$ cat src/rtl/prbs_split_pkg.sv
package prbs_split_pkg;
  localparam int LFSR_STAGES = 4;
  localparam int LFSR_TAP    = 3;
  localparam int SEED_ONES   = (1 << LFSR_STAGES) - 1;

  typedef logic [LFSR_STAGES-1:0] lfsr_t;

  // bit 0 is the first stage, bit LFSR_STAGES-1 the serial output
  function automatic logic lfsr_feedback(lfsr_t s);
    return s[LFSR_TAP-1] ^ s[LFSR_STAGES-1];
  endfunction

  function automatic lfsr_t lfsr_advance(lfsr_t s);
    return {s[LFSR_STAGES-2:0], lfsr_feedback(s)};
  endfunction
endpackage

$ cat src/rtl/prbs_lfsr.sv
module prbs_lfsr
  import prbs_split_pkg::*;
(
  input  logic  clk,
  input  logic  rst,
  input  logic  en,
  output lfsr_t state,
  output logic  serial
);
  lfsr_t state_q;

  always_ff @(posedge clk) begin
    if (rst)     state_q <= lfsr_t'(SEED_ONES);
    else if (en) state_q <= lfsr_advance(state_q);
  end

  assign state  = state_q;
  assign serial = state_q[LFSR_STAGES-1];
endmodule

$ cat src/rtl/phase_toggle.sv
module phase_toggle (
  input  logic clk,
  input  logic rst,
  input  logic en,
  output logic phase
);
  logic phase_q;

  always_ff @(posedge clk) begin
    if (rst)     phase_q <= 1'b0;
    else if (en) phase_q <= ~phase_q;
  end

  assign phase = phase_q;
endmodule

$ cat src/rtl/lane_capture.sv
module lane_capture #(
  parameter logic LANE_PHASE = 1'b0
) (
  input  logic clk,
  input  logic rst,
  input  logic en,
  input  logic phase,
  input  logic bit_in,
  output logic load,
  output logic bit_q,
  output logic loaded
);
  logic bit_r;
  logic loaded_r;

  assign load = en & (phase == LANE_PHASE);

  always_ff @(posedge clk) begin
    if (rst) begin
      bit_r    <= 1'b0;
      loaded_r <= 1'b0;
    end else begin
      loaded_r <= load;
      if (load) bit_r <= bit_in;
    end
  end

  assign bit_q  = bit_r;
  assign loaded = loaded_r;
endmodule

$ cat src/rtl/prbs_iq_splitter.sv
module prbs_iq_splitter
  import prbs_split_pkg::*;
(
  input  logic clk,
  input  logic rst,
  input  logic en,
  output logic prbs_bit,
  output logic even_bit,
  output logic odd_bit,
  output logic phase,
  output logic even_vld,
  output logic odd_vld,
  output logic pair_vld
);
  lfsr_t lfsr_state;
  logic  serial;
  logic  lane_sel;
  logic  even_load;
  logic  odd_load;
  logic  pair_q;

  prbs_lfsr u_lfsr (
    .clk    (clk),
    .rst    (rst),
    .en     (en),
    .state  (lfsr_state),
    .serial (serial)
  );

  phase_toggle u_phase (
    .clk   (clk),
    .rst   (rst),
    .en    (en),
    .phase (lane_sel)
  );

  lane_capture #(.LANE_PHASE(1'b0)) u_even (
    .clk    (clk),
    .rst    (rst),
    .en     (en),
    .phase  (lane_sel),
    .bit_in (serial),
    .load   (even_load),
    .bit_q  (even_bit),
    .loaded (even_vld)
  );

  lane_capture #(.LANE_PHASE(1'b1)) u_odd (
    .clk    (clk),
    .rst    (rst),
    .en     (en),
    .phase  (lane_sel),
    .bit_in (serial),
    .load   (odd_load),
    .bit_q  (odd_bit),
    .loaded (odd_vld)
  );

  // pair completes once the odd lane has taken its bit
  always_ff @(posedge clk) begin
    if (rst) pair_q <= 1'b0;
    else     pair_q <= odd_load;
  end

  assign prbs_bit = serial;
  assign phase    = lane_sel;
  assign pair_vld = pair_q;
endmodule

$ cat config.mk
export PLATFORM = sky130hd
export DESIGN_NAME = prbs_iq_splitter
export DESIGN_NICKNAME = d
export VERILOG_FILES = /design/src/rtl/prbs_split_pkg.sv /design/src/rtl/prbs_lfsr.sv /design/src/rtl/phase_toggle.sv /design/src/rtl/lane_capture.sv /design/src/rtl/prbs_iq_splitter.sv
export SDC_FILE = /design/constraint.sdc
export NUM_CORES = 1
export LEC_CHECK = 0
export BUFFER_PORTS_ARGS = -buffer_cell sky130_fd_sc_hd__buf_2
export CAP_MARGIN = 20
export CORE_AREA = 2 2 39 41
export DETAILED_ROUTE_END_ITERATION = 12
export DIE_AREA = 0 0 41 43
export PLACE_DENSITY = 0.44
export SYNTH_ARGS = -nofsm -noshare
export SYNTH_HDL_FRONTEND = slang
export SYNTH_SLANG_ARGS = --single-unit
export TNS_END_PERCENT = 10
$ cat constraint.sdc
create_clock -name clk -period 2.19 [get_ports clk]
set_clock_uncertainty 0.05 [all_clocks]
set_input_delay 0.3285 -clock clk [delete_from_list [all_inputs] [get_ports clk]]
set_output_delay 0.3285 -clock clk [all_outputs]
set_load 0.1 [all_outputs]
==> summary.log, run 1 <==
[floorplanning] floorplan row count 14
[power] leakage power 0.190 nW
[place] post-placement worst setup slack 0.921 ns
[detailed_routing] TritonRoute pass-1 iters 1
[clock_tree] Setup Buffers After CTS 0
[setup_path] worst path required time 1.81 ns
[run] Maximum Capacitance Violations 0
[place] global placement routability congestion 0.694
[floorplanning] Top-Level Pins 10
[run_status] result of the run finished clean
[clock_tree] PostCTS Resize Cnt 0
[detailed_routing] DRT antenna net count 0
[global_route] number of antenna violations at the first check in global routing 0
[global_route] all-layer global routing usage 8.25%
[yosys] Syn Std Cell Area 335 um2
[detailed_routing] Detailed Route WL 601 um
[power] worst vdd rail ir drop 0.306 mV
[setup_path] Worst EP arrival 1.15 ns
[setup_path] delay contributed by the slowest stage of the critical path 0.47 ns
[finish] signed area change from the synthesized netlist to the final layout 21.6%
[sta] final-report hold violation count 0
[setup_path] kind of end point of the critical path primary output
[sta] count of final setup violators 0
[yosys] biggest area consumer among synthesized cells sky130_fd_sc_hd__dfxtp_1
[yosys] cells taking the most area after synthesis sky130_fd_sc_hd__dfxtp_1 54%, sky130_fd_sc_hd__mux2i_1 12%, sky130_fd_sc_hd__nand2_1 5.6%
[clock_tree] clock latency on the worst-skew pair 0.25 ns
[floorplanning] die height 43 um
[global_route] met3 Usage GRT 3.14%
[sta] total negative slack for setup checks 0 ns
[setup_path] kind of launch point of the worst setup path register
[detailed_routing] count of unresolved DRC violations after routing 0
[clock_tree] Clk pin slew, worst setup/hold paths 0.06 ns
[yosys] syn avg cell area 10.5 um2
[sta] part of the cycle the worst path needs 69.6%
[clock_tree] clock sink count 9
[yosys] flip-flop and latch count after synthesis 9
[floorplanning] core region area 1380 um2
[detailed_routing] post-DR vias/cell 4.19
[setup_path] CP cell instances buf_2
[global_route] wire length of the first global-routing pass 952 um
[sta] Tightest Pin Transition 0.486 ns
[clock_tree] number of buffers created by CTS 3
[yosys] Post-Synthesis Net Count 35
[setup_path] Buf/Inv on CP 1
[sta] maximum achievable frequency 0.656 GHz
[hold_path] type of the worst min-delay path input port to register
[global_route] GR Util met2 12.5%
[detailed_routing] average wire per cell in the routed design 10.2 um
[sta] relative slew slack 67.8%
[sta] post-layout minimum cycle time 1.52 ns
[detailed_routing] Vias 247
[yosys] post-synthesis sequential area ratio 53.7%
[finish] fraction of layout instances using a drive strength above 1 32.6%
[sta] number of max-slew violations in the final report 0
[setup_path] peak fanout along the critical path 7
[place] Port-buffer cells 9
[finish] number of nets in the finished design 47
[clock_tree] root buffer cell sky130_fd_sc_hd__clkbuf_4
[detailed_routing] detailed router's first-iteration violation count 0
[clock_tree] CTS tree yes
[setup_path] crit path max-delay cell type sky130_fd_sc_hd__buf_2
[global_route] vias in the first global route 254
[setup_path] CP delay by family, top buffers and inverters
[sta] final setup margin 0.666 ns
[finish] antenna diode count 0
[global_route] largest net degree at the start of global routing 12
[yosys] count of distinct cell types in the synthesized netlist 16
[floorplanning] Die Width 41 um
[floorplanning] die area 1760 um2
[clock_tree] buffer depth of the longest clock path 2
[sta] unrepaired setup endpoints after global routing no
[global_route] GR peak layer met2
[global_route] overflow left after global routing 0
[power] Power per Cell Area 926 nW/um2
[floorplanning] initial core utilization 24.2%
[clock_tree] depth of the CTS H-tree 1
[yosys] Yosys Warn Count 0
[yosys] share of Yosys cell area claimed by the top area cell type 53.7%
[yosys] number of cells produced by synthesis 32
[clock_tree] number of buffers inserted by hold repair at cts 0
[global_route] met1 track demand over resource in global routing 8.74%
[setup_path] kind of critical path register to primary output
logic make-up after synthesis:
family | synth area share [%]
mux | 11.9
flops | 53.7
buf+inv | 6.72
compound gates | 4.85
simple gates | 20.1
xor+xnor | 2.61
synthesized netlist by cell type (all sizes together):
master	count
a31oi	1
nor3	1
a21oi	2
xnor2	1
nand2	5
nand2b	2
mux2i	4
buf	2
nand3	1
inv	1
and3	1
nor2	1
nor3b	1
dfxtp	9
layout by cell type (no fill, tap or decap):
master / instances
sky130_fd_sc_hd__mux2i_1: 4
sky130_fd_sc_hd__nand2b_4: 1
sky130_fd_sc_hd__nor2_1: 1
sky130_fd_sc_hd__nand3_1: 1
sky130_fd_sc_hd__a21oi_1: 2
sky130_fd_sc_hd__nand2_1: 5
sky130_fd_sc_hd__and3_2: 1
sky130_fd_sc_hd__a31oi_1: 1
sky130_fd_sc_hd__inv_1: 1
sky130_fd_sc_hd__buf_2: 9
sky130_fd_sc_hd__clkbuf_1: 1
sky130_fd_sc_hd__nor3_1: 1
sky130_fd_sc_hd__clkbuf_4: 3
sky130_fd_sc_hd__dfxtp_1: 9
sky130_fd_sc_hd__xnor2_1: 1
sky130_fd_sc_hd__nor3b_1: 1
sky130_fd_sc_hd__nand2b_1: 1
final cells by class:
class / count / area (um2)
tap: 16 / 20.0
multi-input combinational: 20 / 133
timing repair buffer: 9 / 45.0
sequential: 9 / 180
clock buffer: 4 / 26.3
inverter: 1 / 3.75
fill: 153 / 976
sequential cells by signal, summed over array words and instances, names as in the netlist:
| signal | count |
|---|---|
| u_even.bit_q | 1 |
| u_odd.bit_q | 1 |
| u_phase.phase | 1 |
| u_lfsr.state | 4 |
| u_odd.loaded | 1 |
| u_even.loaded | 1 |
metrics by stage:
step	area, um2	total power (W)	instances	hold slack [ns]	util [%]
4_1_cts	408	0.000383	59	0.244	29.5
5_1_grt	408	0.000394	59	0.260	29.5
2_1_floorplan	335	0.000247	32	0.348	-
6_report	408	0.000378	59	0.251	29.5
3_5_place_dp	382	0.000258	55	0.399	27.6
3_3_place_gp	382	0.000257	55	0.397	27.6
worst register-to-register path: stages (launching register included):
cell	delay (ns)
sky130_fd_sc_hd__dfxtp_1	0.43
sky130_fd_sc_hd__nand2b_4	0.18
sky130_fd_sc_hd__mux2i_1	0.17
sky130_fd_sc_hd__nor2_1	0.05
metal layers:
metal,routed length [um],part of all wire (%)
met1,261,43
met2,283,47
met3,49,8.2
met4,6,1.0
met5,0,0
worst paths after layout:
kind,startpoint,cells after the start,endpoint,slack (ns)
worst max-delay path,u_phase.phase,1,phase,0.67
worst min register to register,u_odd.bit_q,2,u_odd.bit_q,0.41
worst max register to register,u_phase.phase,3,u_even.bit_q,1.22
worst min-delay path,rst,2,u_odd.bit_q,0.25
power by group:
| part | switching (W) | internal, W |
|---|---|---|
| registers | 0.00000588 | 0.000173 |
| clock network | 0.0000540 | 0.0000700 |
| logic | 0.0000598 | 0.0000154 |
(Power assumes the default switching activity.)
==> run 2: changes to the inputs <==
--- a/config.mk
+++ b/config.mk
@@ -10,7 +10,7 @@
 export CORE_AREA = 2 2 39 41
 export DETAILED_ROUTE_END_ITERATION = 12
 export DIE_AREA = 0 0 41 43
-export PLACE_DENSITY = 0.44
+export PLACE_DENSITY = 0.45
 export SYNTH_ARGS = -nofsm -noshare
 export SYNTH_HDL_FRONTEND = slang
 export SYNTH_SLANG_ARGS = --single-unit
==> constraint.sdc (replaced) <==
create_clock -name clk -period 1.4 [get_ports clk]
set_clock_uncertainty 0.05 [all_clocks]
set_input_delay 0.21 -clock clk [delete_from_list [all_inputs] [get_ports clk]]
set_output_delay 0.21 -clock clk [all_outputs]
set_load 0.1 [all_outputs]
==> run 2 against run 1 <==
  * Register-to-register slack got worse by 0.72 ns
  * Sequential power increased by 56%
  * Critical path depth unchanged
  * Critical path type unchanged
  * Flip-flop and latch count unchanged
==> summary.log, run 2 (synthesis results as in run 1) <==
[run_status] result of the run finished clean
[clock_tree] PostCTS Resize Cnt 0
[place] post-placement worst setup slack 0.335 ns
[sta] part of the cycle the worst path needs 95.1%
[finish] number of flip-flops in the largest register 4
[clock_tree] clock latency on the worst-skew pair 0.25 ns
[global_route] vias in the first global route 234
[sta] final-report hold violation count 0
[clock_tree] root buffer cell sky130_fd_sc_hd__clkbuf_4
[setup_path] kind of launch point of the worst setup path register
[finish] signed area change from the synthesized netlist to the final layout 26.5%
[sta] maximum achievable frequency 0.751 GHz
[setup_path] kind of end point of the critical path primary output
[setup_path] Buf/Inv on CP 1
[setup_path] delay contributed by the slowest stage of the critical path 0.44 ns
[detailed_routing] average wire per cell in the routed design 9.63 um
[run] Maximum Capacitance Violations 0
[detailed_routing] TritonRoute pass-1 iters 2
[clock_tree] CTS tree yes
[power] worst vdd rail ir drop 0.403 mV
[finish] post-layout utilization of the core 30.7%
[setup_path] CP delay by family, top buffers and inverters
[detailed_routing] count of unresolved DRC violations after routing 0
[clock_tree] Clk pin slew, worst setup/hold paths 0.06 ns
[global_route] wire length of the first global-routing pass 841 um
[finish] highest-count cells in the layout ignoring fill and taps 8 x sky130_fd_sc_hd__buf_2, 8 x sky130_fd_sc_hd__dfxtp_1, 5 x sky130_fd_sc_hd__nand2_1, 4 x sky130_fd_sc_hd__mux2i_1, 3 x sky130_fd_sc_hd__clkbuf_4
[power] leakage power 0.198 nW
[clock_tree] depth of the CTS H-tree 1
[place] Port-buffer cells 9
[sta] relative slew slack 67.9%
[setup_path] crit path max-delay cell type sky130_fd_sc_hd__buf_2
[power] Power per Cell Area 1400 nW/um2
[clock_tree] number of buffers created by CTS 3
[global_route] met1 track demand over resource in global routing 7.47%
[clock_tree] buffer depth of the longest clock path 2
[global_route] met3 Usage GRT 3.14%
[setup_path] worst path required time 1.14 ns
[setup_path] CP cell instances buf_2
[detailed_routing] detailed router's first-iteration violation count 1
[floorplanning] Top-Level Pins 10
[floorplanning] initial core utilization 24.2%
[finish] number of nets in the finished design 47
[place] global placement routability congestion 0.662
[floorplanning] core region area 1380 um2
[detailed_routing] Vias 242
[floorplanning] die height 43 um
[detailed_routing] Detailed Route WL 568 um
[setup_path] Worst EP arrival 1.07 ns
[floorplanning] Die Width 41 um
[detailed_routing] DRT antenna net count 0
[setup_path] peak fanout along the critical path 7
[detailed_routing] post-DR vias/cell 4.10
[global_route] GR peak layer met2
[global_route] all-layer global routing usage 7.35%
[hold_path] type of the worst min-delay path input port to register
[clock_tree] Setup Buffers After CTS 0
[finish] antenna diode count 0
[global_route] number of antenna violations at the first check in global routing 0
[sta] final setup margin 0.0692 ns
[setup_path] register-to-register setup slack 0.50 ns
[floorplanning] die area 1760 um2
[sta] post-layout minimum cycle time 1.33 ns
[setup_path] kind of critical path register to primary output
[finish] fraction of layout instances using a drive strength above 1 34.9%
[global_route] GR Util met2 10.9%
[clock_tree] clock sink count 9
[clock_tree] number of buffers inserted by hold repair at cts 0
[sta] Tightest Pin Transition 0.485 ns
[floorplanning] floorplan row count 14
[sta] number of max-slew violations in the final report 0
[sta] count of final setup violators 0
[global_route] overflow left after global routing 0
[sta] unrepaired setup endpoints after global routing no
[global_route] largest net degree at the start of global routing 12
[finish] # fillers 154
==> run 2: cell counts in the layout (fill, tap and decap cells not counted) <==
Identical to the previous run, type by type.
==> run 2: final cells by class <==
class / count / area, um2 / area share (%)
clock buffer: 4 / 26.3 / 6.19
inverter: 1 / 3.75 / 0.885
multi-input combinational: 20 / 133 / 31.3
sequential: 9 / 181 / 42.8
tap: 16 / 20.0 / 4.72
timing repair buffer: 9 / 60.1 / 14.2
==> run 2: stage by stage <==
stage          hold slack, ns  TNS (ns)  area (um2)  std cells  power, W
5_1_grt                 0.148         0         424         59  0.000620
3_3_place_gp            0.393         0         398         55  0.000403
2_1_floorplan           0.222    -0.254         337         32  0.000387
3_5_place_dp            0.405         0         398         55  0.000405
4_1_cts                 0.132         0         424         59  0.000603
6_report                0.138         0         424         59  0.000592
==> run 2: worst register-to-register path, delay by kind of cell (launching register included) <==
kind	cells	cell delay, ns
simple gates	2	0.20
flops	1	0.38
mux	1	0.18
==> run 2: worst paths after layout <==
check	start	cells past startpoint	end
max reg2reg	u_phase.phase	3	u_even.bit_q
min	rst	2	u_odd.bit_q
min reg2reg	u_odd.bit_q	2	u_odd.bit_q
max	u_phase.phase	1	phase
==> run 2: power breakdown <==
group          total, W  internal (W)  switching (W)
registers      0.000280      0.000271     0.00000927
logic          0.000118     0.0000251      0.0000934
clock network  0.000194      0.000109      0.0000845
total          0.000592      0.000405       0.000187
==> run 2: routing by layer <==
metal  up-vias  routed length [um]
met5         -                   0
met4         0                   0
met3         0                  52
met2         8                 256
met1       106                 260
li1        128                   -
